### src/rtl/cg_fir_pkg.sv
`timescale 1ns/1ps
package cg_fir_pkg;
  function automatic int unsigned acc_width(input int unsigned data_w,
                                            input int unsigned coef_w,
                                            input int unsigned taps);
    return data_w + coef_w + 1 + $clog2(taps);
  endfunction
endpackage

### src/rtl/cg_fir_chg_det.sv
`timescale 1ns/1ps
module cg_fir_chg_det #(
  parameter int unsigned HI_W = 4
) (
  input  logic            valid_i,
  input  logic [HI_W-1:0] hi_new_i,
  input  logic [HI_W-1:0] hi_old_i,
  output logic            load_o
);
  logic diff;
  assign diff   = |(hi_new_i ^ hi_old_i);
  assign load_o = valid_i & diff;
endmodule

### src/rtl/cg_fir_tap.sv
`timescale 1ns/1ps
module cg_fir_tap #(
  parameter int unsigned DATA_W = 8,
  parameter int unsigned LO_W   = 4
) (
  input  logic              clk_i,
  input  logic              rst_ni,
  input  logic              valid_i,
  input  logic              hi_en_i,
  input  logic [DATA_W-1:0] d_i,
  output logic [DATA_W-1:0] q_o,
  output logic              hi_load_o
);
  localparam int unsigned HI_W = DATA_W - LO_W;

  logic [HI_W-1:0] hi_q;
  logic [LO_W-1:0] lo_q;
  logic            hi_ld;

  assign hi_ld     = valid_i & hi_en_i;
  assign hi_load_o = hi_ld;
  assign q_o       = {hi_q, lo_q};

  // low part: every accepted sample
  always_ff @(posedge clk_i or negedge rst_ni) begin
    if (!rst_ni)      lo_q <= '0;
    else if (valid_i) lo_q <= d_i[LO_W-1:0];
  end

  // high part: enable stands in for a gated clock
  always_ff @(posedge clk_i or negedge rst_ni) begin
    if (!rst_ni)    hi_q <= '0;
    else if (hi_ld) hi_q <= d_i[DATA_W-1:LO_W];
  end

  // a suppressed load must never drop a change
  a_r3_skip_safe: assert property (@(posedge clk_i) disable iff (!rst_ni)
    (valid_i && !hi_en_i) |-> (d_i[DATA_W-1:LO_W] == hi_q));

  a_r3_tap_follow: assert property (@(posedge clk_i) disable iff (!rst_ni)
    valid_i |=> (q_o == $past(d_i)));

  a_r6_idle_hold: assert property (@(posedge clk_i) disable iff (!rst_ni)
    !valid_i |=> $stable(q_o));
endmodule

### src/rtl/cg_fir_mac.sv
`timescale 1ns/1ps
module cg_fir_mac
  import cg_fir_pkg::*;
#(
  parameter int unsigned DATA_W = 8,
  parameter int unsigned COEF_W = 8,
  parameter int unsigned TAPS   = 8,
  parameter logic [TAPS*COEF_W-1:0] COEFS = '0,
  localparam int unsigned ACC_W = acc_width(DATA_W, COEF_W, TAPS)
) (
  input  logic                   clk_i,
  input  logic                   rst_ni,
  input  logic                   valid_i,
  input  logic [TAPS*DATA_W-1:0] taps_i,
  output logic                   valid_o,
  output logic signed [ACC_W-1:0] res_o
);
  localparam int unsigned PROD_W = DATA_W + COEF_W + 1;

  logic signed [PROD_W-1:0] prod [TAPS];
  logic signed [ACC_W-1:0]  sum;
  logic                     stg_q;

  for (genvar k = 0; k < TAPS; k++) begin : g_prod
    logic signed [DATA_W:0]   px;
    logic signed [COEF_W-1:0] cf;
    assign px      = $signed({1'b0, taps_i[k*DATA_W +: DATA_W]});
    assign cf      = $signed(COEFS[k*COEF_W +: COEF_W]);
    assign prod[k] = PROD_W'(px * cf);
  end

  always_comb begin
    sum = '0;
    for (int k = 0; k < TAPS; k++) sum = sum + ACC_W'(prod[k]);
  end

  // stage flag: taps updated last cycle
  always_ff @(posedge clk_i or negedge rst_ni) begin
    if (!rst_ni) begin
      stg_q   <= 1'b0;
      valid_o <= 1'b0;
    end else begin
      stg_q   <= valid_i;
      valid_o <= stg_q;
    end
  end

  always_ff @(posedge clk_i or negedge rst_ni) begin
    if (!rst_ni)    res_o <= '0;
    else if (stg_q) res_o <= sum;
  end

  a_r2_latency: assert property (@(posedge clk_i) disable iff (!rst_ni)
    valid_i |-> ##2 valid_o);

  a_r2_res_hold: assert property (@(posedge clk_i) disable iff (!rst_ni)
    !$stable(res_o) |-> valid_o);
endmodule

### src/rtl/cg_fir_top.sv
`timescale 1ns/1ps
module cg_fir_top
  import cg_fir_pkg::*;
#(
  parameter int unsigned DATA_W = 8,
  parameter int unsigned LO_W   = 4,
  parameter int unsigned COEF_W = 8,
  parameter int unsigned TAPS   = 8,
  parameter logic [TAPS*COEF_W-1:0] COEFS = 64'h14F9_097F_8005_FE01,
  localparam int unsigned ACC_W = acc_width(DATA_W, COEF_W, TAPS)
) (
  input  logic                    clk_i,
  input  logic                    rst_ni,
  input  logic                    valid_i,
  input  logic [DATA_W-1:0]       pix_i,
  output logic                    valid_o,
  output logic signed [ACC_W-1:0] res_o,
  output logic [TAPS-1:0]         hi_load_o
);
  localparam int unsigned HI_W = DATA_W - LO_W;

  logic [DATA_W-1:0]      tap_q [TAPS];
  logic [TAPS*DATA_W-1:0] taps_flat;
  logic [TAPS-1:0]        hi_en;
  logic                   first_ld;

  cg_fir_chg_det #(.HI_W(HI_W)) u_chg (
    .valid_i (valid_i),
    .hi_new_i(pix_i[DATA_W-1:LO_W]),
    .hi_old_i(tap_q[0][DATA_W-1:LO_W]),
    .load_o  (first_ld)
  );

  assign hi_en[0] = first_ld;

  // decision rides down the line one accepted sample per tap
  for (genvar k = 1; k < TAPS; k++) begin : g_en
    logic en_q;
    always_ff @(posedge clk_i or negedge rst_ni) begin
      if (!rst_ni)      en_q <= 1'b1;
      else if (valid_i) en_q <= hi_en[k-1];
    end
    assign hi_en[k] = en_q;
  end

  for (genvar k = 0; k < TAPS; k++) begin : g_tap
    logic [DATA_W-1:0] d;
    if (k == 0) begin : g_head
      assign d = pix_i;
    end else begin : g_body
      assign d = tap_q[k-1];
    end
    cg_fir_tap #(.DATA_W(DATA_W), .LO_W(LO_W)) u_tap (
      .clk_i    (clk_i),
      .rst_ni   (rst_ni),
      .valid_i  (valid_i),
      .hi_en_i  (hi_en[k]),
      .d_i      (d),
      .q_o      (tap_q[k]),
      .hi_load_o(hi_load_o[k])
    );
    assign taps_flat[k*DATA_W +: DATA_W] = tap_q[k];
  end

  cg_fir_mac #(
    .DATA_W(DATA_W), .COEF_W(COEF_W), .TAPS(TAPS), .COEFS(COEFS)
  ) u_mac (
    .clk_i  (clk_i),
    .rst_ni (rst_ni),
    .valid_i(valid_i),
    .taps_i (taps_flat),
    .valid_o(valid_o),
    .res_o  (res_o)
  );

  a_r6_no_load_idle: assert property (@(posedge clk_i) disable iff (!rst_ni)
    !valid_i |-> (hi_load_o == '0));

  a_r5_propagate: assert property (@(posedge clk_i) disable iff (!rst_ni)
    (valid_i && first_ld) |=> hi_en[1]);

  a_r1_reset_out: assert property (@(posedge clk_i)
    !rst_ni |-> (!valid_o && res_o == '0));
endmodule

### config.mk
export PLATFORM = sky130hd
export DESIGN_NAME = cg_fir_top
export DESIGN_NICKNAME = d
export VERILOG_FILES = /design/src/rtl/cg_fir_pkg.sv /design/src/rtl/cg_fir_chg_det.sv /design/src/rtl/cg_fir_tap.sv /design/src/rtl/cg_fir_mac.sv /design/src/rtl/cg_fir_top.sv
export SDC_FILE = /design/constraint.sdc
export NUM_CORES = 1
export LEC_CHECK = 0
export BUFFER_PORTS_ARGS = -buffer_cell sky130_fd_sc_hd__clkbuf_2
export CAP_MARGIN = 0
export CORE_MARGIN = 8
export CORE_UTILIZATION = 60
export CTS_BUF_LIST = sky130_fd_sc_hd__clkbuf_8 sky130_fd_sc_hd__clkbuf_16
export CTS_CLUSTER_SIZE = 40
export DETAILED_ROUTE_END_ITERATION = 16
export GPL_ROUTABILITY_DRIVEN = 0
export PLACE_DENSITY = 0.78
export SLEW_MARGIN = 10
export SYNTH_ARGS = -nofsm -noshare
export SYNTH_HDL_FRONTEND = slang
export SYNTH_SLANG_ARGS = --single-unit
export TNS_END_PERCENT = 50
### constraint.sdc
create_clock -name clk_i -period 13.5 [get_ports clk_i]
set_clock_uncertainty 0.2 [all_clocks]
set_input_delay 1.35 -clock clk_i [delete_from_list [all_inputs] [get_ports clk_i]]
set_output_delay 1.35 -clock clk_i [all_outputs]
set_load 0.05 [all_outputs]
==> run summary <==
Rel. slew slack: 0.342
capturing point of the worst reg2reg path: u_mac.res_o[15]
share of synthesized registers carrying an async set or reset: 1.00
Cells after Synth: 974
RSZ-0062 raised after global routing: no
synthesized net count: 1,209
status: complete, no violations
hold path endpoint: g_en[3].en_q
mapped cell area: 0.00956 sq mm
Post-synth EDFFs: 0
Syn Area/Cell: 9.81 sq um
ratio of cells with drive above 1 in the final layout: 0.108
vias in the first global route: 6,901
met1 usage: 0.289
Max-Cap Viols: 0
Worst-Margin Slew: 987 ps
Ports: 40
initial antenna violation count: 0
Most Crowded Layer GR: met2
endpoints failing setup: 0
worst hold start: g_en[3].en_q
register bit count reported by yosys: 93
minimum clock period: 8480 ps
Fillers: 1,299
n_diodes: 0
Final Cycle Share: 0.628
1st-pass router iterations: 5
area grow syn2layout: 6.89%
clock root buffer: clkbuf_16
number of synthesis warnings: 0
met2 Use GR: 0.349
Initial DRC Count: 539
Reg area: 0.00234 sq mm
crit-path max FO: 6
f_max: 118 MHz
die area: 0.0202 sq mm
register area share after synthesis: 0.244
most common cell after layout, fill and taps aside: inv_1
die height: 142 um
worst path required time: 13,520 ps
Worst Hold Depth: 2
clock latency on the worst-skew pair: 360 ps
commonest cells after routing, fill and taps aside: 195 x inv_1, 131 x ha_1, 93 x fa_1
worst r2r src: g_tap[4].u_tap.lo_q[3]
via count: 6,840
final WL: 20,900 um
DP HPWL: 17,000 um
Post-CTS Setup Repair Bufs: 0
DRC violations left: 0
Total GRT Usage: 0.219
grt met3 use: 0.0627
Avg WL per Cell: 17.0 um
Critical Path Source Type: flip-flop
worst path arrival time: 8500 ps
element type at the critical path end: flip-flop
distinct cell type count after synthesis: 60
post-route ant nets: 0
top_reg_cell synth: dfrtp_1
register-to-register path setup slack: 5020 ps
worst hold path class: flip-flop to flip-flop
pin count of the biggest net entering global routing: 57
CTS tree: built
Multi-input gate area: 0.00637 sq mm
post-cts sizing count: 0
CTS HTree Levels: 3
FP Rows: 46
Initial Util: 0.608
clock slew at reported path FFs: 70 ps
nets: 1,239
grt ovf: 0
Via density: 5.58
deepest clock path buffer count: 2
final hold viol count: 0
Die W: 142 um
clock sink total: 93
global-route wire length before repair: 34,800 um
Core ar.: 0.0157 sq mm
Post-CTS Hold Fix Bufs: 0
Crit Path Class: flip-flop to flip-flop
Max Slew Vio Count: 0
input/output buffers: 39
setup TNS: 0 ps
R2R cell count: 27
CTS buffer count: 9
[critical path, stage by stage, from the launching register on]
cell	delay, ps
dfrtp_1	500
inv_1	110
fa_1	490
inv_1	70
fa_1	530
inv_1	50
fa_1	490
fa_1	530
inv_1	40
ha_1	370
nand3_1	150
nand2_1	90
nor3_1	280
o21ai_0	180
xor2_1	180
fa_1	520
fa_1	550
fa_1	450
fa_1	560
inv_1	60
fa_1	530
inv_1	40
ha_1	340
a21o_1	210
a211oi_2	360
a21oi_1	150
o211ai_1	180
o311ai_1	130
[cell type report]
cell class | count | area share
multi-input cells | 664 | 0.624
flip-flops and latches | 93 | 0.229
inverters | 195 | 0.0717
well taps | 216 | 0.0265
clock buffers | 9 | 0.0221
repair buffers | 41 | 0.0208
clock inverters | 7 | 0.00662
[worst max-delay path by stage]
stage                                 startpoint              end  slack, ps  cells after the start
final                     g_tap[4].u_tap.lo_q[3]  u_mac.res_o[15]       5020                     27
after floorplan           g_tap[4].u_tap.lo_q[2]  u_mac.res_o[15]       5690                     27
after global placement    g_tap[4].u_tap.lo_q[3]  u_mac.res_o[17]       5280                     27
after CTS                 g_tap[4].u_tap.lo_q[3]  u_mac.res_o[15]       5020                     27
after detailed placement  g_tap[4].u_tap.lo_q[3]  u_mac.res_o[15]       5040                     27
after global routing      g_tap[4].u_tap.lo_q[3]  u_mac.res_o[17]       4600                     27
[logic make-up after synthesis]
group                    after synthesis  share of synthesized area
adder cells (fa/ha/maj)              224                      0.366
AO/OA/AOI/OAI                        176                      0.120
AND/OR/NAND/NOR                      170                     0.0833
buffers and inverters                217                     0.0889
XOR/XNOR                              50                     0.0458
flip-flops                            93                      0.244
multiplexers                          44                     0.0516
[stage by stage]
stage | instances | cell area [sq um] | worst slack, ps | util | hold WS [ps]
2_1_floorplan | 974 | 9560 | 5690 | - | 248
3_3_place_gp | 1209 | 9920 | 5280 | 0.631 | 261
3_5_place_dp | 1209 | 9920 | 5040 | 0.631 | 261
4_1_cts | 1225 | 10200 | 5020 | 0.650 | 273
5_1_grt | 1225 | 10200 | 4600 | 0.650 | 289
6_report | 1225 | 10200 | 5020 | 0.650 | 270
[synth_stat cells (all sizes together), types with 4 or more instances]
cell / number / share of area
xor2: 17 / 0.016
nand4: 5 / 0.0033
inv: 193 / 0.076
a21oi: 33 / 0.018
a211o: 6 / 0.0055
nor3: 15 / 0.0090
buf: 12 / 0.0084
o21a: 5 / 0.0039
a21boi: 6 / 0.0047
nor2: 24 / 0.0094
dfstp: 7 / 0.019
xnor2: 33 / 0.030
o21ai: 66 / 0.035
o211ai: 13 / 0.010
nand2: 79 / 0.031
ha: 131 / 0.17
dfrtp: 86 / 0.23
and2: 4 / 0.0026
a211oi: 8 / 0.0068
a21o: 12 / 0.0094
nor2b: 8 / 0.0052
mux2: 42 / 0.049
fa: 93 / 0.19
nand3: 14 / 0.0073
o211a: 4 / 0.0042
clkbuf: 10 / 0.0039
[routing by layer]
layer | wire, um | part of all wire
met3 | 1320 | 0.063
met1 | 9330 | 0.45
met4 | 362 | 0.017
met5 | 0 | 0
met2 | 9850 | 0.47
[sequential cells by signal, summed over array words and instances (netlist names)]
register / count
g_tap.u_tap.lo_q: 32
g_en.en_q: 7
u_mac.stg_q: 1
g_tap.u_tap.hi_q: 32
u_mac.res_o: 20
u_mac.valid_o: 1
Power is not shown: default switching activity piles up to over one toggle a cycle in this logic, so the estimate is an artifact.
